==> config.mk <==
export PLATFORM = sky130hd
export DESIGN_NAME = sample_burst_tx
export DESIGN_NICKNAME = d
export VERILOG_FILES = /design/src/rtl/ssx_pkg.sv /design/src/rtl/ssx_timer.sv /design/src/rtl/ssx_slots.sv /design/src/rtl/ssx_fsm.sv /design/src/rtl/sample_burst_tx.sv
export SDC_FILE = /design/constraint.sdc
export NUM_CORES = 1
export LEC_CHECK = 0
export BUFFER_PORTS_ARGS = -buffer_cell sky130_fd_sc_hd__buf_2
export CAP_MARGIN = 20
export CORE_MARGIN = 2
export CORE_UTILIZATION = 44
export DETAILED_ROUTE_END_ITERATION = 6
export PLACE_DENSITY = 0.71
export RECOVER_POWER = 25
export SLEW_MARGIN = 30
export SYNTH_ARGS = -nofsm -noshare
export SYNTH_HDL_FRONTEND = slang
export SYNTH_SLANG_ARGS = --single-unit
export TNS_END_PERCENT = 30
==> constraint.sdc <==
create_clock -name clk_i -period 7.2 [get_ports clk_i]
set_input_delay 1.08 -clock clk_i [delete_from_list [all_inputs] [get_ports clk_i]]
set_output_delay 1.08 -clock clk_i [all_outputs]
set_load 0.01 [all_outputs]
==> src/rtl/ssx_pkg.sv <==
package ssx_pkg;

   localparam int unsigned SLOT_CNT       = 16;
   localparam int unsigned SLOT_IDX_W     = 4;
   localparam int unsigned NEUTRAL_SLOT   = 6;
   localparam int unsigned REACTIVE_SLOT0 = 13;
   localparam int unsigned GAP_PERIODS    = 7;

   typedef enum logic [1:0] {
      ST_IDLE  = 2'd0,
      ST_SHIFT = 2'd1,
      ST_GAP   = 2'd2
   } ssx_state_e;

   typedef enum logic [1:0] {
      SET_ALL   = 2'b00,
      SET_WAVE  = 2'b01,
      SET_POWER = 2'b10,
      SET_ALT   = 2'b11
   } ssx_set_e;

   typedef struct packed {
      logic       slow;
      logic       byte_pkg;
      logic       gap_en;
      logic       pol;
      logic [1:0] set;
   } ssx_cfg_t;

   // first slot of a word set
   function automatic logic [SLOT_IDX_W-1:0] set_first(input logic [1:0] s);
      return (s == SET_POWER) ? SLOT_IDX_W'(7) : '0;
   endfunction

   // number of words in a word set; the alternate code maps to the full set
   function automatic logic [SLOT_IDX_W:0] set_len(input logic [1:0] s);
      case (s)
         SET_WAVE:  return (SLOT_IDX_W+1)'(7);
         SET_POWER: return (SLOT_IDX_W+1)'(9);
         default:   return (SLOT_IDX_W+1)'(SLOT_CNT);
      endcase
   endfunction

endpackage

==> src/rtl/ssx_timer.sv <==
module ssx_timer #(
   parameter int DIV_FAST = 2
) (
   input  logic clk_i,
   input  logic rst_ni,
   input  logic run_i,
   input  logic slow_i,
   output logic wrap_o,
   output logic sclk_hi_o
);
   localparam int DIV_SLOW = 2 * DIV_FAST;
   localparam int PH_W     = $clog2(DIV_SLOW);

   logic [PH_W-1:0] ph_q, ph_last, ph_half;

   assign ph_last   = slow_i ? PH_W'(DIV_SLOW - 1) : PH_W'(DIV_FAST - 1);
   assign ph_half   = slow_i ? PH_W'(DIV_FAST)     : PH_W'(DIV_FAST / 2);
   assign wrap_o    = run_i && (ph_q == ph_last);
   assign sclk_hi_o = (ph_q >= ph_half);

   always_ff @(posedge clk_i or negedge rst_ni) begin
      if (!rst_ni)                ph_q <= '0;
      else if (!run_i || wrap_o)  ph_q <= '0;
      else                        ph_q <= ph_q + 1'b1;
   end


   phase_bound_chk: assert property (@(posedge clk_i) disable iff (!rst_ni)
      ph_q <= ph_last);

endmodule

==> src/rtl/ssx_slots.sv <==
module ssx_slots import ssx_pkg::*; #(
   parameter int WORD_W       = 32,
   parameter bit HAS_NEUTRAL  = 1'b1,
   parameter bit HAS_REACTIVE = 1'b1
) (
   input  logic                       clk_i,
   input  logic                       rst_ni,
   input  logic                       load_i,
   input  logic [SLOT_CNT*WORD_W-1:0] words_i,
   input  logic [SLOT_IDX_W-1:0]      idx_i,
   output logic [WORD_W-1:0]          word_o
);
   logic [WORD_W-1:0] bank [SLOT_CNT];

   for (genvar g = 0; g < SLOT_CNT; g++) begin : g_slot
      logic [WORD_W-1:0] src, q;
      if ((g == NEUTRAL_SLOT && !HAS_NEUTRAL) ||
          (g >= REACTIVE_SLOT0 && !HAS_REACTIVE)) begin : g_zero
         logic unused_slot;
         assign unused_slot = ^words_i[g*WORD_W +: WORD_W];
         assign src = '0;
      end else begin : g_live
         assign src = words_i[g*WORD_W +: WORD_W];
      end
      always_ff @(posedge clk_i or negedge rst_ni) begin
         if (!rst_ni)     q <= '0;
         else if (load_i) q <= src;
      end
      assign bank[g] = q;
   end

   assign word_o = bank[idx_i];

endmodule

==> src/rtl/ssx_fsm.sv <==
module ssx_fsm import ssx_pkg::*; #(
   parameter int WORD_W = 32,
   parameter int BYTE_W = 8
) (
   input  logic                       clk_i,
   input  logic                       rst_ni,
   input  logic                       trig_i,
   input  logic                       wrap_i,
   input  logic                       byte_pkg_i,
   input  logic                       gap_en_i,
   input  logic [1:0]                 set_i,
   output ssx_state_e                 state_o,
   output logic [SLOT_IDX_W-1:0]      idx_o,
   output logic [$clog2(WORD_W)-1:0]  bit_o
);
   localparam int BIT_W = $clog2(WORD_W);
   localparam int SUB_W = $clog2(BYTE_W);
   localparam logic [2:0] GAP_LAST = 3'(GAP_PERIODS - 1);

   ssx_state_e          state_q;
   logic [BIT_W-1:0]    bit_q;
   logic [SLOT_IDX_W:0] word_q;
   logic [2:0]          gap_q;
   logic                word_end, pkg_end, last_word;

   assign word_end  = (bit_q == BIT_W'(WORD_W - 1));
   assign pkg_end   = byte_pkg_i ? (&bit_q[SUB_W-1:0]) : word_end;
   assign last_word = (word_q == (set_len(set_i) - 1'b1));

   always_ff @(posedge clk_i or negedge rst_ni) begin
      if (!rst_ni) begin
         state_q <= ST_IDLE;
         bit_q   <= '0;
         word_q  <= '0;
         gap_q   <= '0;
      end else begin
         case (state_q)
            ST_IDLE: if (trig_i) begin
               state_q <= ST_SHIFT;
               bit_q   <= '0;
               word_q  <= '0;
            end
            ST_SHIFT: if (wrap_i) begin
               if (word_end) begin
                  bit_q  <= '0;
                  word_q <= word_q + 1'b1;
               end else begin
                  bit_q  <= bit_q + 1'b1;
               end
               if (word_end && last_word) begin
                  state_q <= ST_IDLE;
               end else if (pkg_end && gap_en_i) begin
                  state_q <= ST_GAP;
                  gap_q   <= '0;
               end
            end
            ST_GAP: if (wrap_i) begin
               if (gap_q == GAP_LAST) state_q <= ST_SHIFT;
               else                   gap_q   <= gap_q + 1'b1;
            end
            default: state_q <= ST_IDLE;
         endcase
      end
   end

   assign state_o = state_q;
   assign bit_o   = bit_q;
   assign idx_o   = set_first(set_i) + word_q[SLOT_IDX_W-1:0];


   busy_trig_ignored_chk: assert property (@(posedge clk_i) disable iff (!rst_ni)
      (state_q != ST_IDLE && trig_i && !wrap_i) |=>
         (state_q == $past(state_q) && bit_q == $past(bit_q) && word_q == $past(word_q)));


   gap_bound_chk: assert property (@(posedge clk_i) disable iff (!rst_ni)
      (state_q == ST_GAP) |-> (gap_q <= GAP_LAST));


   busy_start_chk: assert property (@(posedge clk_i) disable iff (!rst_ni)
      $rose(state_q != ST_IDLE) |-> $past(trig_i));

endmodule

==> src/rtl/sample_burst_tx.sv <==
module sample_burst_tx import ssx_pkg::*; #(
   parameter int WORD_W       = 32,
   parameter int BYTE_W       = 8,
   parameter int DIV_FAST     = 2,
   parameter bit HAS_NEUTRAL  = 1'b1,
   parameter bit HAS_REACTIVE = 1'b1
) (
   input  logic                       clk_i,
   input  logic                       rst_ni,
   input  logic                       trig_i,
   input  logic                       clk_slow_i,
   input  logic                       byte_pkg_i,
   input  logic                       gap_en_i,
   input  logic [1:0]                 set_sel_i,
   input  logic                       frame_pol_i,
   input  logic [SLOT_CNT*WORD_W-1:0] words_i,
   output logic                       sclk_o,
   output logic                       sdata_o,
   output logic                       frame_o,
   output logic                       busy_o
);
   localparam int BIT_W = $clog2(WORD_W);

   if (BYTE_W < 2 || (BYTE_W & (BYTE_W - 1)) != 0 || (WORD_W % BYTE_W) != 0) begin : g_bad_byte
      $error("BYTE_W must be a power of two of at least 2 that divides WORD_W");
   end
   if (DIV_FAST < 2 || (DIV_FAST % 2) != 0) begin : g_bad_div
      $error("DIV_FAST must be even and at least 2");
   end

   ssx_cfg_t              cfg_q, cfg_live;
   ssx_state_e            state;
   logic                  wrap, sclk_hi, shifting, load;
   logic [SLOT_IDX_W-1:0] idx;
   logic [BIT_W-1:0]      bit_cnt, pos;
   logic [WORD_W-1:0]     cur_word;

   assign cfg_live = '{slow: clk_slow_i, byte_pkg: byte_pkg_i, gap_en: gap_en_i,
                       pol: frame_pol_i, set: set_sel_i};

   // configuration follows the inputs while idle and freezes for a burst
   always_ff @(posedge clk_i or negedge rst_ni) begin
      if (!rst_ni)                cfg_q <= '0;
      else if (state == ST_IDLE)  cfg_q <= cfg_live;
   end

   assign load = (state == ST_IDLE) && trig_i;

   ssx_timer #(.DIV_FAST(DIV_FAST)) u_timer (
      .clk_i     (clk_i),
      .rst_ni    (rst_ni),
      .run_i     (busy_o),
      .slow_i    (cfg_q.slow),
      .wrap_o    (wrap),
      .sclk_hi_o (sclk_hi)
   );

   ssx_slots #(.WORD_W(WORD_W), .HAS_NEUTRAL(HAS_NEUTRAL), .HAS_REACTIVE(HAS_REACTIVE)) u_slots (
      .clk_i   (clk_i),
      .rst_ni  (rst_ni),
      .load_i  (load),
      .words_i (words_i),
      .idx_i   (idx),
      .word_o  (cur_word)
   );

   ssx_fsm #(.WORD_W(WORD_W), .BYTE_W(BYTE_W)) u_fsm (
      .clk_i      (clk_i),
      .rst_ni     (rst_ni),
      .trig_i     (trig_i),
      .wrap_i     (wrap),
      .byte_pkg_i (cfg_q.byte_pkg),
      .gap_en_i   (cfg_q.gap_en),
      .set_i      (cfg_q.set),
      .state_o    (state),
      .idx_o      (idx),
      .bit_o      (bit_cnt)
   );

   assign shifting = (state == ST_SHIFT);
   assign pos      = BIT_W'(WORD_W - 1) - bit_cnt;
   assign busy_o   = (state != ST_IDLE);
   assign sclk_o   = shifting ? sclk_hi : 1'b1;
   assign sdata_o  = shifting & cur_word[pos];
   assign frame_o  = shifting ~^ cfg_q.pol;


   data_hold_chk: assert property (@(posedge clk_i) disable iff (!rst_ni)
      (shifting && $past(shifting) && sclk_o && $past(sclk_o)) |-> $stable(sdata_o));


   busy_end_chk: assert property (@(posedge clk_i) disable iff (!rst_ni)
      $fell(busy_o) |-> $past(wrap));

endmodule

**Yosys cells after proc, flatten, opt, wreduce, memory -nomap -nowiden**

Cells that the tools add are included.

- Bits in registers: 535

- $add $sub $neg: 7
- Magnitude comparators: 3
- Equal/unequal tests: 17
- Mux-type cells: 32
- Bitwise operators: 3
- Reductions and logical operators: 15

Operators by type and width:

| operator | number |
|---|---|
| $bmux 32 s4 | 1 |
| $mux 32 | 2 |
| $pmux 5 s2 | 3 |
| $mux 5 | 5 |
| $mux 2 | 9 |
| $mux 3 | 6 |
| $add 5x1->5 const B | 2 |
| $ne 2x1->1 const B | 4 |
| $ne 2x2->1 const B | 4 |
| $lt 5x6->1 const B | 1 |
| $pmux 2 s3 | 1 |
| $pmux 3 s2 | 1 |
| $reduce_and 3->1 | 2 |
| $reduce_and 6->1 | 1 |
| $reduce_bool 2->1 | 3 |
| $bmux 1 s5 | 1 |
| $eq 5x5->1 | 1 |
| $eq 5x5->1 const B | 1 |
| $ge 5x5->1 const B | 1 |
| $not 4->5 | 1 |
| $reduce_and 5->1 | 1 |
| $sub 5x1->5 const B | 1 |
| $sub 5x5->5 const A | 1 |
| $add 4x4->4 | 1 |
| other kinds (16) | 23 |

**Longest topological paths before layout**

- Depth in word-level cells: 10
- Depth in mapped cells: 17
- Depth with buffers taken out: 13

**Hierarchy**

From an unflattened synthesis, not the netlist that was laid out.

- Cell total of the unflattened synthesis: 1518
- Area total of the unflattened synthesis: 24260.8 µm²

By module, submodules not included:

| module | times used | cells each | area an instance (µm²) | sequential area each (µm²) |
|---|---|---|---|---|
| ssx_slots | 1 | 1352 | 22561.6 | 12812.3 |
| ssx_fsm | 1 | 112 | 1027.2 | 375.4 |
| sample_burst_tx | 1 | 42 | 543.0 | 150.1 |
| ssx_timer | 1 | 12 | 128.9 | 50.0 |

**Worst setup path after synthesis**

Ideal clock, no wire load.

- Kind: reg2out
- Start point: reg cfg_q[0] (netlist bit)
- End point: out sdata_o
- Arrival time: 3.295 ns
- Required time: 6.120 ns
- Path slack: 2.825 ns
- Cell stages (with the launch flop): 16
- Cells stage by stage: dfrtp_1 > inv_1 > ha_1 > buf_6 > xor2_1 > ha_1 > buf_2 > buf_2 > clkbuf_1 > clkbuf_1 > mux4_2 > mux2i_1 > a31oi_1 > a31oi_1 > o21ai_1 > o211a_1

- Cells in the longest elaborated chain, start to end: 10

RTL lines:

| element | line | source |
|---|---|---|
| from (decl) | sample_burst_tx.sv:31 | `ssx_cfg_t cfg_q, cfg_live;` |
| from (signal assigned) | sample_burst_tx.sv:44 | `else if (state == ST_IDLE) cfg_q <= cfg_live;` |
| $eq 2x2->1 | ssx_pkg.sv:32 | `return (s == SET_POWER) ? SLOT_IDX_W'(7) : '0;` |
| $mux 3 | ssx_pkg.sv:32 |  |
| $add 4x4->4 | ssx_fsm.sv:68 | `assign idx_o = set_first(set_i) + word_q[SLOT_IDX_W-1:0];` |
| $not 4->5 (implied by the code) | ssx_slots.sv:32 | `assign word_o = bank[idx_i];` |
| $bmux 32 s4 | ssx_slots.sv:32 |  |
| $mux 32 (implied by the code) (2 in a row) | ssx_slots.sv:32 |  |
| $bmux 1 s5 | sample_burst_tx.sv:84 | `assign sdata_o = shifting & cur_word[pos];` |
| $mux 1 (implied by the code) | sample_burst_tx.sv:84 |  |
| $and 1x1->1 | sample_burst_tx.sv:84 |  |
| to (decl) | sample_burst_tx.sv:18 | `output logic sdata_o,` |

No other way between the ends. The select of a mux whose other input is x is not followed.

**Worst setup path in the final report**

Ends and elaborated chain as after synthesis.

==> metrics list <==
- Counting tap cells, the placed design contains a total of 2701 instances.
* DRT Wirelength: 68100 um
* Sequential cell area fraction in the yosys report: 54.4%
- Post-CTS Setup Repair Bufs: 0
- TritonCTS clock tree: yes
- Of all nets on the critical path, the largest fanout is 47.
- Growth of design area from synthesis to finish: 22.4%
- The wire-length estimate of the detail-placed layout is 49200 um.
- Worst EP required: 6.12 ns
- Total number of nets in the final design: 2549
* Most repeated cell in the gate-level netlist after synthesis: dfrtp_1
* Arrival time reported for the critical path endpoint: 4.92 ns
- For this run, the number of Yosys warnings is 0.
- Maximum level of the CTS H-tree: 2
* Xor-xnor portion of the synthesized cell area: 0.595%
- Static timing analysis puts the maximum clock frequency at 0.167 GHz.
* Number of buffers and inverters on the critical path: 3
- Global route overflow: 0
- Global routing consumed, over all layers together, 23.4% of the routing resources.
- Number of buffers created by CTS: 58
- Post-layout instance area: 30100 um^2
* Dominant delay contributor by cell family on the critical path: adder cells
- The cell sitting at the root of the clock tree is a clkbuf_16.
- The setup path with the least slack is of type register to output pin.
- After synthesis, the share of flip-flops with an asynchronous set or reset is 100%.
- Pin count of the biggest net entering global routing: 180
- Summing the areas of all compound-gate instances in the mapped netlist gives 1.36% of the synthesized area.
- Final Hold Fails: 0
- The share of synthesized area in the top cell type comes to 54.4%.
* CP startpoint kind: register
- The die is 241 um tall.
- For this run, the number of standard cells in the final layout without fillers is 2851.
- IO Pins: 525
- Clock latency on the worst-skew pair, taken at its later pin, is 0.61 ns.
- Of the total synthesized cell area, the portion taken by AND, OR, NAND and NOR gates is 1.42%.
* Run status: finished with violations
* Post-route DRC violation count: 0
- The number of nets in the synthesized netlist is 2047.
- Power spread over the standard cell area amounts to 214 nW/um^2.
* Leakage power figure: 15.2 nW
- Between clock sinks in the finished design, the worst skew comes to 0.0189 ns.
- Among all flip-flop cells after synthesis, the most frequent one is dfrtp_1.
- The design draws 6.45 mW.
* Count of cells resized by post-cts repair: 0
- Top cell by count, worst path: mux4_2
- The synthesized netlist occupies a cell area of 24600 um^2.
* Count of cell types in the netlist: 48
- After detailed placement, the total cell area comes to 27900 um^2.
- Final antenna-violating net count: 0
- Counting flops with a built-in enable in the synthesized netlist gives 0.
- Tcrit/Tclk final: 83.3%
- The die is 241 um wide.
- Mean cell area of the mapped netlist: 16.3 um^2
* Via count of the first global-routing pass: 16400
- VDD sags by at most 0.204 mV.
- dfrtp_1 takes more of the synthesized area than any other cell.
- First-pass DRT Iterations: 5
- Full die area: 57900 um^2
- Number of placement rows: 86
- Kind of path behind the tightest hold check: register to register
- Remaining max-slew budget at the tightest pin: -84.8%
- Among all stages on the critical path, the largest delay is contributed by ha_4.
- At the placement stage, the worst setup path has a slack of 1.80 ns.
- Setup WS post-layout: 1.20 ns
- Clock tree synthesis found a total of 535 sinks.
* Max_cap viols: 4
- Counting every instance in the synthesized netlist gives 1514.
- Wire length of the first global-routing pass: 100000 um
- Final GP Congestion: 0.848
- Largest cells by area after synthesis: dfrtp_1 54%, mux2_2 24%, mux4_2 11%
- During placement, the flow inserted port buffers numbering 524.
* Sum of negative setup slack: 0 ns
- The number of antenna violations at the first check in global routing was 56.
* Top cells by instance count after synthesis: 535 x dfrtp_1, 523 x mux2_2, 119 x mux4_2
- Synthesis inferred 535 register bits.
* Initial core utilization: 44.6%
* Hold buffer count at cts: 0
- Failing checks: capacitance limit, slew limit
- Portion of netlist area occupied by mux cells: 39.2%
- The critical path goes through inv_1 > ha_1 > xor2_1 > ha_4 > buf_4 > mux4_2 > mux2i_1 > mux4_2 > nor2b_1 > a211oi_1 > a21oi_1 > o221ai_2 > o211a_1 > buf_2.
- Routed vias: 15600
* Bufs on Longest Clock Path: 3
- Placeable core area: 55200 um^2
- The number of pins with negative max-slew slack in the final report came to 214.
- CP Capture Type: output pin
* RSZ-0062 raised after global routing: false
- Final Setup Violations: 0
- After synthesis, the largest family of logic cells by area is multiplexers.
- After the first detailed-routing iteration, the DRC count stood at 842.
- In the routed layout, each cell is associated on average with a via count of 5.46.
* Actual transition at the worst max-transition pin: 2.77 ns
- Adder-cell share of the synthesized area: 0.610%
- Dividing the detail-routed wire length by the instance count gives 23.9 um.
- Share of final-layout standard cells stronger than drive strength 1: 62.6%
- Clock-pin slew was measured on the worst setup and hold paths at 0.06 ns.
* Crit-path max cell delay: 0.80 ns
* Post-route minimum period: 6.00 ns
[metal layers]
metal	part of all wire (%)	track usage [%]
met5	0.33	0
met4	3.0	9.81
met3	8.1	6.89
met2	48	36.1
met1	41	31.0
[report_power, final]
part	switching (mW)	leakage, nW	internal (mW)	total (mW)
sequential	0	7.43	3.01	3.01
clock	1.26	1.03	1.97	3.23
combinational	0.110	6.73	0.104	0.214
[registers in the layout, indices dropped and copies added, names as in the netlist]
register and count:
u_fsm.gap_q 3, u_fsm.bit_o 5, cfg_q 6, u_fsm.word_q 5
u_fsm.state_o 2, u_timer.ph_q 2, u_slots.g_slot.q 512
[cells by family after synthesis]
| family | Yosys count |
|---|---|
| muxes | 720 |
| DFF | 535 |
| buffers and inverters | 113 |
| and+or+nand+nor | 73 |
| AOI/OAI and AO/OA | 49 |
| xor gates and xnor gates | 12 |
| adders and majority gates | 12 |
[cells in the final DEF (no fill, tap or decap), types with 11 or more instances in the layout]
cell type  instances
nor2_1            18
clkbuf_8          14
clkbuf_1          15
clkbuf_16         59
mux2_2           523
mux2i_1           59
dfrtp_1          535
buf_2            523
ha_1              11
mux4_1            19
a21oi_1           11
nand2_1           20
diode_2           38
mux4_2           119
[per-stage QoR]
step	hold slack (ns)	utilization [%]
2_1_floorplan	0.468	-
3_3_place_gp	0.482	50.6
3_5_place_dp	0.489	50.6
4_1_cts	0.502	54.3
5_1_grt	0.507	54.6
6_report	0.497	54.6
[layout make-up]
cell class	instances	area [um^2]
repair buffers	546	2910
clock inverters	24	377
fillers	4535	25100
multi-input cells	866	10700
flip-flops and latches	535	13400
well taps	748	936
diodes	38	95.1
inverters	9	33.8
clock buffers	85	1710
[final timing paths]
kind,cells past startpoint,slack (ns),from,to
max in group asynchronous,3,1.80,rst_ni,u_slots.g_slot[14].q[31]
worst min register to register,1,0.50,u_slots.g_slot[1].q[4],u_slots.g_slot[1].q[4]
worst max-delay path,14,1.20,cfg_q[0],sdata_o
worst min-delay path,1,0.50,u_slots.g_slot[1].q[4],u_slots.g_slot[1].q[4]
min in group asynchronous,1,1.36,rst_ni,u_slots.g_slot[8].q[20]
worst max register to register,7,3.71,u_fsm.state_o[0],u_fsm.word_q[3]
Note: power is estimated with default switching activity, not from simulation.
